===== config.mk =====
export PLATFORM = sky130hd
export DESIGN_NAME = gate_delay
export DESIGN_NICKNAME = d
export VERILOG_FILES = /design/src/rtl/gate_delay.sv
export SDC_FILE = /design/constraint.sdc
export NUM_CORES = 1
export LEC_CHECK = 0
export BUFFER_PORTS_ARGS = -buffer_cell sky130_fd_sc_hd__buf_4
export CORE_ASPECT_RATIO = 1.25
export CORE_MARGIN = 10
export CORE_UTILIZATION = 40
export DETAILED_ROUTE_END_ITERATION = 7
export HOLD_SLACK_MARGIN = 0.03
export PLACE_DENSITY = 0.68
export SYNTH_ARGS = -nofsm -noshare
export SYNTH_HDL_FRONTEND = slang
export SYNTH_SLANG_ARGS = --single-unit

===== constraint.sdc =====
create_clock -name clk -period 8.65 [get_ports clk]
set_clock_uncertainty 0.1 [all_clocks]
set_input_delay 1.2975 -clock clk [delete_from_list [all_inputs] [get_ports clk]]
set_output_delay 1.2975 -clock clk [all_outputs]
set_load 0.1 [all_outputs]

===== src/rtl/gate_delay.sv =====
module gate_delay #(
  parameter int CODE_W   = 10,
  parameter int MANT_W   = 5,
  parameter int CNT_W    = 25,
  parameter int OFFSET   = 18,
  parameter int TICK_DIV = 50,
  parameter int MIN_W    = 5000
) (
  input  logic              clk,
  input  logic              rst_n,
  input  logic              gate_in,
  input  logic [CODE_W-1:0] knob_code,
  input  logic [CODE_W-1:0] cv_code,
  output logic              gate_out
);
  localparam int HW = $clog2(MIN_W + 1);
  localparam logic [63:0] MAXC = (64'd1 << CNT_W) - 64'd1;

  logic [CODE_W:0]   sum;
  logic [CODE_W-1:0] code;
  logic [63:0]       raw;
  logic [CNT_W-1:0]  dly, d_hold, r_cnt, f_cnt;
  logic [HW-1:0]     hi_cnt;
  logic g_q, r_act, f_act, f_req, out_q, tick;
  logic rise, fall, rise_fire, fall_fire, drop;

  assign sum  = {1'b0, knob_code} + {1'b0, cv_code};
  assign code = sum[CODE_W] ? '1 : sum[CODE_W-1:0];
  assign raw  = (64'({1'b1, code[MANT_W-1:0]}) << code[CODE_W-1:MANT_W]) + 64'(OFFSET);
  assign dly  = (raw > MAXC) ? MAXC[CNT_W-1:0] : raw[CNT_W-1:0];

  generate
    if (TICK_DIV == 1) begin : g_notick
      assign tick = 1'b1;
    end else begin : g_pre
      localparam int PW = $clog2(TICK_DIV);
      logic [PW-1:0] pre;
      assign tick = (pre == PW'(TICK_DIV - 1));
      always_ff @(posedge clk)
        if (!rst_n || tick) pre <= '0;
        else pre <= pre + 1'b1;
    end
  endgenerate

  assign rise      = gate_in & ~g_q;
  assign fall      = ~gate_in & g_q;
  assign rise_fire = r_act && tick && (r_cnt == CNT_W'(1));
  assign fall_fire = f_act && tick && (f_cnt == CNT_W'(1));
  assign drop      = out_q && tick && (fall_fire || f_req) && (hi_cnt >= HW'(MIN_W - 1));
  assign gate_out  = out_q;

  always_ff @(posedge clk) begin
    if (!rst_n) begin
      g_q <= 1'b0; r_act <= 1'b0; f_act <= 1'b0; f_req <= 1'b0; out_q <= 1'b0;
      r_cnt <= '0; f_cnt <= '0; d_hold <= '0; hi_cnt <= '0;
    end else begin
      g_q <= gate_in;
      if (rise) begin
        r_act <= 1'b1; r_cnt <= dly; d_hold <= dly;
      end else if (r_act && tick) begin
        r_cnt <= r_cnt - 1'b1;
        if (r_cnt == CNT_W'(1)) r_act <= 1'b0;
      end
      if (fall) begin
        f_act <= 1'b1; f_cnt <= d_hold;
      end else if (f_act && tick) begin
        f_cnt <= f_cnt - 1'b1;
        if (f_cnt == CNT_W'(1)) f_act <= 1'b0;
      end
      if (rise_fire) begin
        out_q <= 1'b1; hi_cnt <= '0; f_req <= 1'b0;
      end else if (drop) begin
        out_q <= 1'b0; f_req <= 1'b0;
      end else begin
        if (fall_fire && out_q) f_req <= 1'b1;
        if (out_q && tick && hi_cnt < HW'(MIN_W - 1)) hi_cnt <= hi_cnt + 1'b1;
      end
    end
  end

  p_reset_idle_r1: assert property (@(posedge clk) !rst_n |=> (!out_q && !r_act && !f_act));
  p_dly_range_r3: assert property (@(posedge clk) disable iff (!rst_n)
    dly >= CNT_W'(OFFSET + 32) || 64'(dly) == MAXC);
  p_rise_load_r4: assert property (@(posedge clk) disable iff (!rst_n)
    rise |=> (r_act && r_cnt == $past(dly)));
  p_fire_out_r4: assert property (@(posedge clk) disable iff (!rst_n) rise_fire |=> out_q);
  p_no_underflow_r4: assert property (@(posedge clk) disable iff (!rst_n) r_act |-> r_cnt != '0);
  p_min_width_r6: assert property (@(posedge clk) disable iff (!rst_n)
    (out_q && hi_cnt < HW'(MIN_W - 1)) |=> out_q);
  p_fall_hold_r8: assert property (@(posedge clk) disable iff (!rst_n)
    (f_act && !fall) |=> $stable(f_act) || f_cnt == '0 || $past(f_cnt) == CNT_W'(1));
endmodule


After elaboration in Yosys (flattened, before gate mapping)
Index checks and enable logic that the tools add are counted.
{"block": "totals", "ff_bits": 99, "in_bits": 23, "out_inout_bits": 1, "elab_cells": 65}
{"block": "classes", "n_addsub": 6, "n_lt_le_gt_ge": 3, "eq_ne": 3, "n_shift": 1, "muxes": 14, "bitwise": 6, "reduce_logical": 22}
{"operator": "$mux W25", "count": 5}
{"operator": "$add A64 B5 Y64 const B", "count": 1}
{"operator": "$gt A64 B25 Y1 const B", "count": 1}
{"operator": "$shl A6 B5 Y64", "count": 1}
{"operator": "$eq A25 B1 Y1 const B", "count": 2}
{"operator": "$sub A25 B1 Y25 const B", "count": 2}
{"operator": "$add A13 B1 Y13 const B", "count": 1}
{"operator": "$ge A13 B13 Y1 const B", "count": 1}
{"operator": "$lt A13 B13 Y1 const B", "count": 1}
{"operator": "$add A10 B10 Y11", "count": 1}
{"operator": "$mux W10", "count": 1}
{"operator": "$reduce_bool A2 Y1", "count": 5}
{"operator": "$logic_and A1 B1 Y1", "count": 9}
{"operator": "$mux W1", "count": 8}
{"operator": "$add A6 B1 Y6 const B", "count": 1}
{"operator": "$eq A6 B6 Y1 const B", "count": 1}
{"operator": "$reduce_and A2 Y1", "count": 3}
{"operator": "$not A1 Y1", "count": 4}
{"operator": "$reduce_or A3 Y1", "count": 1}
{"operator": "$and A1 B1 Y1", "count": 2}
{"operator": "$logic_or A1 B1 Y1", "count": 2}
{"operator": "$reduce_or A2 Y1", "count": 1}
{"operator": "$logic_not A1 Y1", "count": 1}

Longest topological paths before layout
Gate-level depths: netlist of the first run.
{"block": "logic_depth", "ltp_word": 8, "ltp_mapped": 15, "depth_no_buf": 13}

Worst setup path before layout of the first run
Ideal clock, no wire load.
{"block": "synth_path", "kind": "input port to flip-flop", "start": "input port knob_code[0]", "end": "register d_hold[9]", "setup_ns": 0.129, "arrival_ns": 4.289, "path_slack_ns": 4.133, "cell_stages": 15, "path_cell_list": "ha_1 -> fa_1 -> a211oi_4 -> o31a_1 -> buf_6 -> o21ai_1 -> and4_1 -> o21ai_0 -> buf_2 -> nor3_1 -> ha_1 -> a311oi_1 -> nor3_1 -> a211oi_1 -> nor3_1"}
{"block": "synth_between", "elab_chain_cells": 6}
{"element": "start, declared", "line_no": "12", "text": "input logic [CODE_W-1:0] knob_code,"}
{"element": "$add A10 B10 Y11 (*)", "line_no": "27", "text": "assign sum = {1'b0, knob_code} + {1'b0, cv_code};"}
{"element": "$mux W10 (*)", "line_no": "28", "text": "assign code = sum[CODE_W] ? '1 : sum[CODE_W-1:0];"}
{"element": "$shl A6 B5 Y64 (*)", "line_no": "29", "text": "assign raw = (64'({1'b1, code[MANT_W-1:0]}) << code[CODE_W-1:MANT_W]) + 64'(OFFSET);"}
{"element": "$add A64 B5 Y64 (*)", "line_no": "29"}
{"element": "$gt A64 B25 Y1", "line_no": "30", "text": "assign dly = (raw > MAXC) ? MAXC[CNT_W-1:0] : raw[CNT_W-1:0];"}
{"element": "$mux W25 (*)", "line_no": "30"}
{"element": "end signal, assigned", "line_no": "55", "text": "r_cnt <= '0; f_cnt <= '0; d_hold <= '0; hi_cnt <= '0;"}
{"element": "end signal, assigned", "line_no": "59", "text": "r_act <= 1'b1; r_cnt <= dly; d_hold <= dly;"}
{"element": "end, declared", "line_no": "22", "text": "logic [CNT_W-1:0] dly, d_hold, r_cnt, f_cnt;"}
Every way passes the cells marked *; elsewhere a longest branch is shown, timed or not.
A chain may end at the register's enable or synchronous reset.

Final worst setup path of the first run
Ends and elaborated chain as after synthesis.

==> results.sh, run 1 <==
export IMPL_syn_to_final_growth_pct=9.69
export IMPL_critPathSlowestCell="fa_1"
export IMPL_postSynthCellCount=760
export IMPL_async_flop_share_pct=0
export IMPL_syn_nets=802
export IMPL_most_common_layout_cells="nor2_1 (127), dfxtp_1 (99), nand2_1 (48), a21oi_1 (48), xnor2_1 (44)"
export IMPL_setup_viol=0
export IMPL_clock_sinks=99
export IMPL_postCtsHoldBufs=0
export IMPL_grtUsageTotal_pct=14.6
export IMPL_die_y_um=158
export IMPL_slew_headroom_pct=39.7
export IMPL_core_area_um2=15000
export IMPL_dpl_hpwl_um=10800
export IMPL_drv_cap=0
export IMPL_post_cts_buffers=0
export IMPL_tritoncts_num_buffers=9
export IMPL_ys_seq_area_share_pct=32.5
export IMPL_drt_iter0_markers=274
export IMPL_startpoint_type="primary input"
export IMPL_rows=50
export IMPL_crit_family="compound AO/OA/AOI/OAI gates"
export IMPL_clk_pin_slew_ps=70
export IMPL_status="finished, final reports clean"
export IMPL_netlist_area_um2=6090
export IMPL_num_vias=5426
export IMPL_layout_drive_gt1_share_pct=9.24
export IMPL_yosysUniqueCellTypes=81
export IMPL_worst_slew_pin_slew_ps=905
export IMPL_drt_vias_per_instance=5.71
export IMPL_grt_pass1_wl_um=24600
export IMPL_arrival_ps=4840
export IMPL_cts_buffer_depth=2
export IMPL_synth_enable_flop_cells=0
export IMPL_port_buffers=23
export IMPL_gr_total_overflow=0
export IMPL_path_buf_inv=2
export IMPL_cp_required_ps=8780
export IMPL_cp_common_cell="nor3_1"
export IMPL_hold_depth=1
export IMPL_start_util_pct=40.8
export IMPL_critPathKind="in -> reg"
export IMPL_clk_latency_ps=350
export IMPL_slew_viol_final=0
export IMPL_avgSynthCellArea_um2=8.02
export IMPL_htree_levels=3
export IMPL_rsz0062_at_grt="no"
export IMPL_layout_nets=805
export IMPL_fin_crit_sh_pct=54.5
export IMPL_whs_ps=371
export IMPL_antenna_left=0
export IMPL_fillerInstances=1488
export IMPL_wl_per_cell_um=15.5
export IMPL_final_common_cell="nor2_1"
export IMPL_ys_flop_type="dfxtp_1"
export IMPL_first_global_vias=5195
export IMPL_critical_path_endpoint_type="flip-flop"
export IMPL_place_gp_congestion=0.946
export IMPL_fmax_ghz=0.212
export IMPL_cts_tree="built"
export IMPL_grt_max_degree=51
export IMPL_first_pass_iters=5
export IMPL_fin_tns_setup_ps=0
export IMPL_finalWirelength_um=14700
export IMPL_cts_root_buf="clkbuf_16"
export IMPL_crit_fanout=11
export IMPL_ios=24
export IMPL_dp_cells=934
export IMPL_cts_resized=0
export IMPL_hold_path_class="reg -> reg"
export IMPL_power_leakage_nw=2.41
export IMPL_dieArea_um2=20600
export IMPL_antenna_found_initial=0
export IMPL_period_needed_ps=4720
export IMPL_drc=0
export IMPL_ys_warn_count=0
export IMPL_crit_chain="buf_4 > ha_1 > fa_1 > a211oi_4 > o31a_1 > o21ai_1 > nor2_1 > o21ai_0 > buf_4 > nor3_1 > ha_1 > a311oi_1 > nor3_1 > and4_1 > nor3_1"
export IMPL_fin_cells=950
export IMPL_rr_worst_depth=9
export IMPL_hold_viol_final=0
export IMPL_fp_dieW_um=130
export IMPL_slowest_delay_ps=460
export IMPL_path_depth=15
export IMPL_n_antenna_cell=0
export IMPL_power_density_nw_per_um2=189
export IMPL_synth_seq_cells=99
export IMPL_ir_drop_uv=81.0
-- state kept, by name, summed over array words and instances, names as in the netlist --
| signal | count |
|---|---|
| f_req | 1 |
| f_act | 1 |
| g_q | 1 |
| f_cnt | 25 |
| r_cnt | 25 |
| hi_cnt | 13 |
| d_hold | 25 |
| g_pre.pre | 6 |
| gate_out | 1 |
| r_act | 1 |
-- final cells by class --
class                           count  area (µm²)  area share (%)
Inverter                           14        52.6           0.786
Sequential cell                    99        1980            29.7
Tap cell                          182         228            3.41
Clock inverter                      5        85.1            1.27
Clock buffer                       11         243            3.63
Timing Repair Buffer               29         218            3.26
Multi-Input combinational cell    610        3880            58.0
-- power breakdown --
part | internal [mW] | switching, mW | total [mW]
sequential | 0.490 | 0.0271 | 0.517
clock | 0.263 | 0.176 | 0.439
combinational | 0.115 | 0.195 | 0.310
-- worst paths after layout --
kind / end / slack (ps) / from
min reg2reg: d_hold[23] / 370 / d_hold[23]
max: d_hold[9] / 3930 / knob_code[0]
min: d_hold[23] / 370 / d_hold[23]
max reg2reg: r_cnt[17] / 5540 / g_pre.pre[0]
-- logic make-up after synthesis --
family / count (synthesis) / synth area share [%]
flip-flops: 99 / 32.5
adder cells (fa/ha/maj): 19 / 4.02
AND/OR/NAND/NOR: 302 / 23.9
buffers and inverters: 51 / 3.94
multiplexers: 6 / 1.01
XOR/XNOR: 69 / 10.2
AO/OA/AOI/OAI: 214 / 24.4
-- synth_stat cells (all sizes together), types with 3 or more instances --
cell / number / share of area, %
a21boi: 4 / 0.49
inv: 14 / 0.86
or3: 6 / 0.62
o21a: 9 / 1.1
o32a: 3 / 0.49
a211o: 4 / 0.60
nand2b: 4 / 0.41
a311oi: 4 / 0.57
nor2: 128 / 7.9
a211oi: 37 / 4.8
clkbuf: 22 / 1.4
and2: 6 / 0.62
nor3: 34 / 2.8
or2: 4 / 0.41
a21oi: 50 / 4.2
buf: 15 / 1.7
a221oi: 5 / 0.92
dfxtp: 99 / 33
nand2: 48 / 3.0
nand4b: 3 / 0.43
and4: 3 / 0.43
nor3b: 3 / 0.45
o2111ai: 3 / 0.43
a31oi: 6 / 0.62
nand4: 5 / 0.51
o31a: 4 / 0.60
o21ai: 49 / 4.2
or4: 6 / 0.74
xnor2: 44 / 6.3
o31ai: 3 / 0.37
xor2: 25 / 3.9
nor4: 14 / 1.5
a21o: 6 / 0.74
and3: 5 / 0.51
o211ai: 9 / 1.5
nand3: 24 / 2.1
ha: 18 / 3.7
mux2i: 5 / 0.82
-- metrics by stage --
stage | total power, mW | utilization, % | worst slack, ps | cell area [µm²]
3_3_place_gp | 0.829 | 42.5 | 3630 | 6360
5_1_grt | 1.33 | 44.7 | 3510 | 6680
3_5_place_dp | 0.831 | 42.5 | 3580 | 6360
4_1_cts | 1.27 | 44.7 | 3940 | 6680
2_1_floorplan | 0.762 | - | 4130 | 6090
6_report | 1.27 | 44.7 | 3930 | 6680
-- layer usage --
layer | vias up | GRT usage, % | part of all wire [%]
li1 | 2771 | - | -
met1 | 2472 | 17.2 | 44
met2 | 152 | 25.5 | 49
met3 | 31 | 1.74 | 4.1
met4 | 0 | 7.21 | 3.3
met5 | - | 0 | 0
Note: power is estimated with default switching activity, not from simulation.
==> inputs of run 2 (changes only) <==
- PLACE_DENSITY: 0.68 -> 0.7
- clock period: 8.65 -> 4.1 ns (I/O delays scaled with it)
==> run 2 against run 1 <==
Compared with the run above:
- global-route usage fell by 0.065 points
- cell area is 2.6% higher
- power is 110% higher
- non-clock buffer count up 24
- combinational power up 120%
- critical path depth down 1
- critical endpoint is now r_cnt[9]
==> results.sh, run 2 (synthesis results as in run 1) <==
export IMPL_status="finished, final reports clean"
export IMPL_worst_slew_pin_slew_ps=930
export IMPL_min_from="d_hold[2]"
export IMPL_grt_pass1_wl_um=24800
export IMPL_setup_ws_ps=293
export IMPL_tritoncts_num_buffers=9
export IMPL_p_sw_mw=0.839
export IMPL_cp_required_ps=4220
export IMPL_core_area_um2=15000
export IMPL_first_pass_iters=5
export IMPL_finalWirelength_um=14700
export IMPL_dp_cells=958
export IMPL_layout_drive_gt1_share_pct=12.0
export IMPL_startpoint_type="primary input"
export IMPL_n_antenna_cell=0
export IMPL_hold_viol_final=0
export IMPL_final_core_util_pct=45.8
export IMPL_fmax_ghz=0.263
export IMPL_grt_max_degree=51
export IMPL_crit_chain="buf_4 > ha_1 > fa_1 > a211oi_4 > o31a_1 > o21ai_1 > and4_1 > o21ai_0 > nor3_1 > ha_1 > a311oi_1 > nor3_1 > a211oi_1 > nor3_1"
export IMPL_whs_endpoint="d_hold[2]"
export IMPL_antenna_left=0
export IMPL_period_needed_ps=3810
export IMPL_swShare_pct=31.3
export IMPL_layout_nets=829
export IMPL_die_y_um=158
export IMPL_first_global_vias=5371
export IMPL_critPathSlowestCell="fa_1"
export IMPL_crit_fanout=4
export IMPL_dieArea_um2=20600
export IMPL_postCtsHoldBufs=0
export IMPL_most_common_layout_cells="nor2_1 (127), dfxtp_1 (99), buf_4 (53)"
export IMPL_power_density_nw_per_um2=391
export IMPL_worst_r2r_setup_slack_ps=1180
export IMPL_final_common_cell="nor2_1"
export IMPL_critical_path_endpoint_type="flip-flop"
export IMPL_gr_total_overflow=0
export IMPL_slew_headroom_pct=38.0
export IMPL_top_regs="d_hold: 25 flops, f_cnt: 25 flops, r_cnt: 25 flops"
export IMPL_clkPwrFrac_pct=33.7
export IMPL_dpl_hpwl_um=11300
export IMPL_htree_levels=3
export IMPL_p_seq_share_pct=40.7
export IMPL_start_util_pct=40.8
export IMPL_hold_depth=2
export IMPL_whs_ps=369
export IMPL_p_comb_share_pct=25.6
export IMPL_power_leakage_nw=2.51
export IMPL_num_vias=5541
export IMPL_r2r_end="f_cnt[16]"
export IMPL_rr_startpoint="g_pre.pre[0]"
export IMPL_drt_vias_per_instance=5.69
export IMPL_cts_tree="built"
export IMPL_clock_sinks=99
export IMPL_fillerInstances=1448
export IMPL_wl_per_cell_um=15.0
export IMPL_rsz0062_at_grt="no"
export IMPL_place_gp_congestion=0.902
export IMPL_rr_worst_depth=7
export IMPL_p_int_mw=1.84
export IMPL_fin_crit_sh_pct=92.9
export IMPL_syn_to_final_growth_pct=12.5
export IMPL_fin_tns_setup_ps=0
export IMPL_drc=0
export IMPL_setup_viol=0
export IMPL_ir_drop_uv=207
export IMPL_drt_iter0_markers=261
export IMPL_cts_root_buf="clkbuf_16"
export IMPL_fin_cells=974
export IMPL_hold_path_class="reg -> reg"
export IMPL_clk_latency_ps=340
export IMPL_port_buffers=23
export IMPL_ios=24
export IMPL_rows=50
export IMPL_post_cts_buffers=0
export IMPL_slew_viol_final=0
export IMPL_regArea_um2=1980
export IMPL_drv_cap=0
export IMPL_multi_input_area_um2=3880
export IMPL_cts_resized=0
export IMPL_fp_dieW_um=130
export IMPL_dpl_worst_slack_ps=-82.6
export IMPL_antenna_found_initial=0
export IMPL_clk_pin_slew_ps=70
export IMPL_critPathKind="in -> reg"
export IMPL_cts_buffer_depth=2
export IMPL_cp_common_cell="nor3_1"
export IMPL_slowest_delay_ps=430
export IMPL_grtUsageTotal_pct=14.6
export IMPL_arrival_ps=3930
-- run 2: layout make-up --
class                           instances  share of cell area, %
Clock buffer                           10                   3.34
Clock inverter                          6                   1.31
Tap cell                              182                   3.32
Sequential cell                        99                   28.9
Timing Repair Buffer                   53                   5.80
Multi-Input combinational cell        610                   56.5
Inverter                               14                  0.767
-- run 2: power by group through the flow --
stage / combinational, mW / clock [mW] / sequential (mW)
final: 0.686 / 0.903 / 1.09
after global routing: 0.757 / 0.958 / 1.10
after CTS: 0.682 / 0.910 / 1.09
after detailed placement: 0.678 / 0 / 1.11
after global placement: 0.676 / 0 / 1.11
after floorplan: 0.512 / 0 / 1.10
-- run 2: metal layers --
layer	routed length, µm	global-route usage [%]	up-vias	share of wire [%]
met5	0	0	-	0
met4	370	5.68	0	2.5
met3	438	2.01	28	3.0
met2	7490	26.7	111	51
met1	6350	16.5	2573	43
li1	-	-	2829	-
-- run 2: critical path: cells and delay by family --
| kind | cells | cell delay (ps) |
|---|---|---|
| buf+inv | 1 | 110 |
| fa+ha+maj | 3 | 890 |
| compound gates | 6 | 1760 |
| simple gates | 4 | 560 |
-- run 2: how the worst max path moves through the flow --
stage | start | endpoint | slack, ps | depth (start not counted)
final | knob_code[0] | r_cnt[9] | 290 | 14
after global routing | knob_code[0] | r_cnt[9] | 4 | 14
after CTS | knob_code[0] | r_cnt[9] | 270 | 14
after detailed placement | knob_code[0] | r_cnt[9] | -80 | 14
after global placement | knob_code[0] | r_cnt[9] | 30 | 14
after floorplan | knob_code[0] | d_hold[9] | 270 | 15
-- run 2: per-stage QoR --
step	total power, mW	cell area, µm²
after floorplan	1.61	6090
after global placement	1.78	6540
after detailed placement	1.79	6540
after CTS	2.68	6860
after global routing	2.81	6860
final	2.68	6860
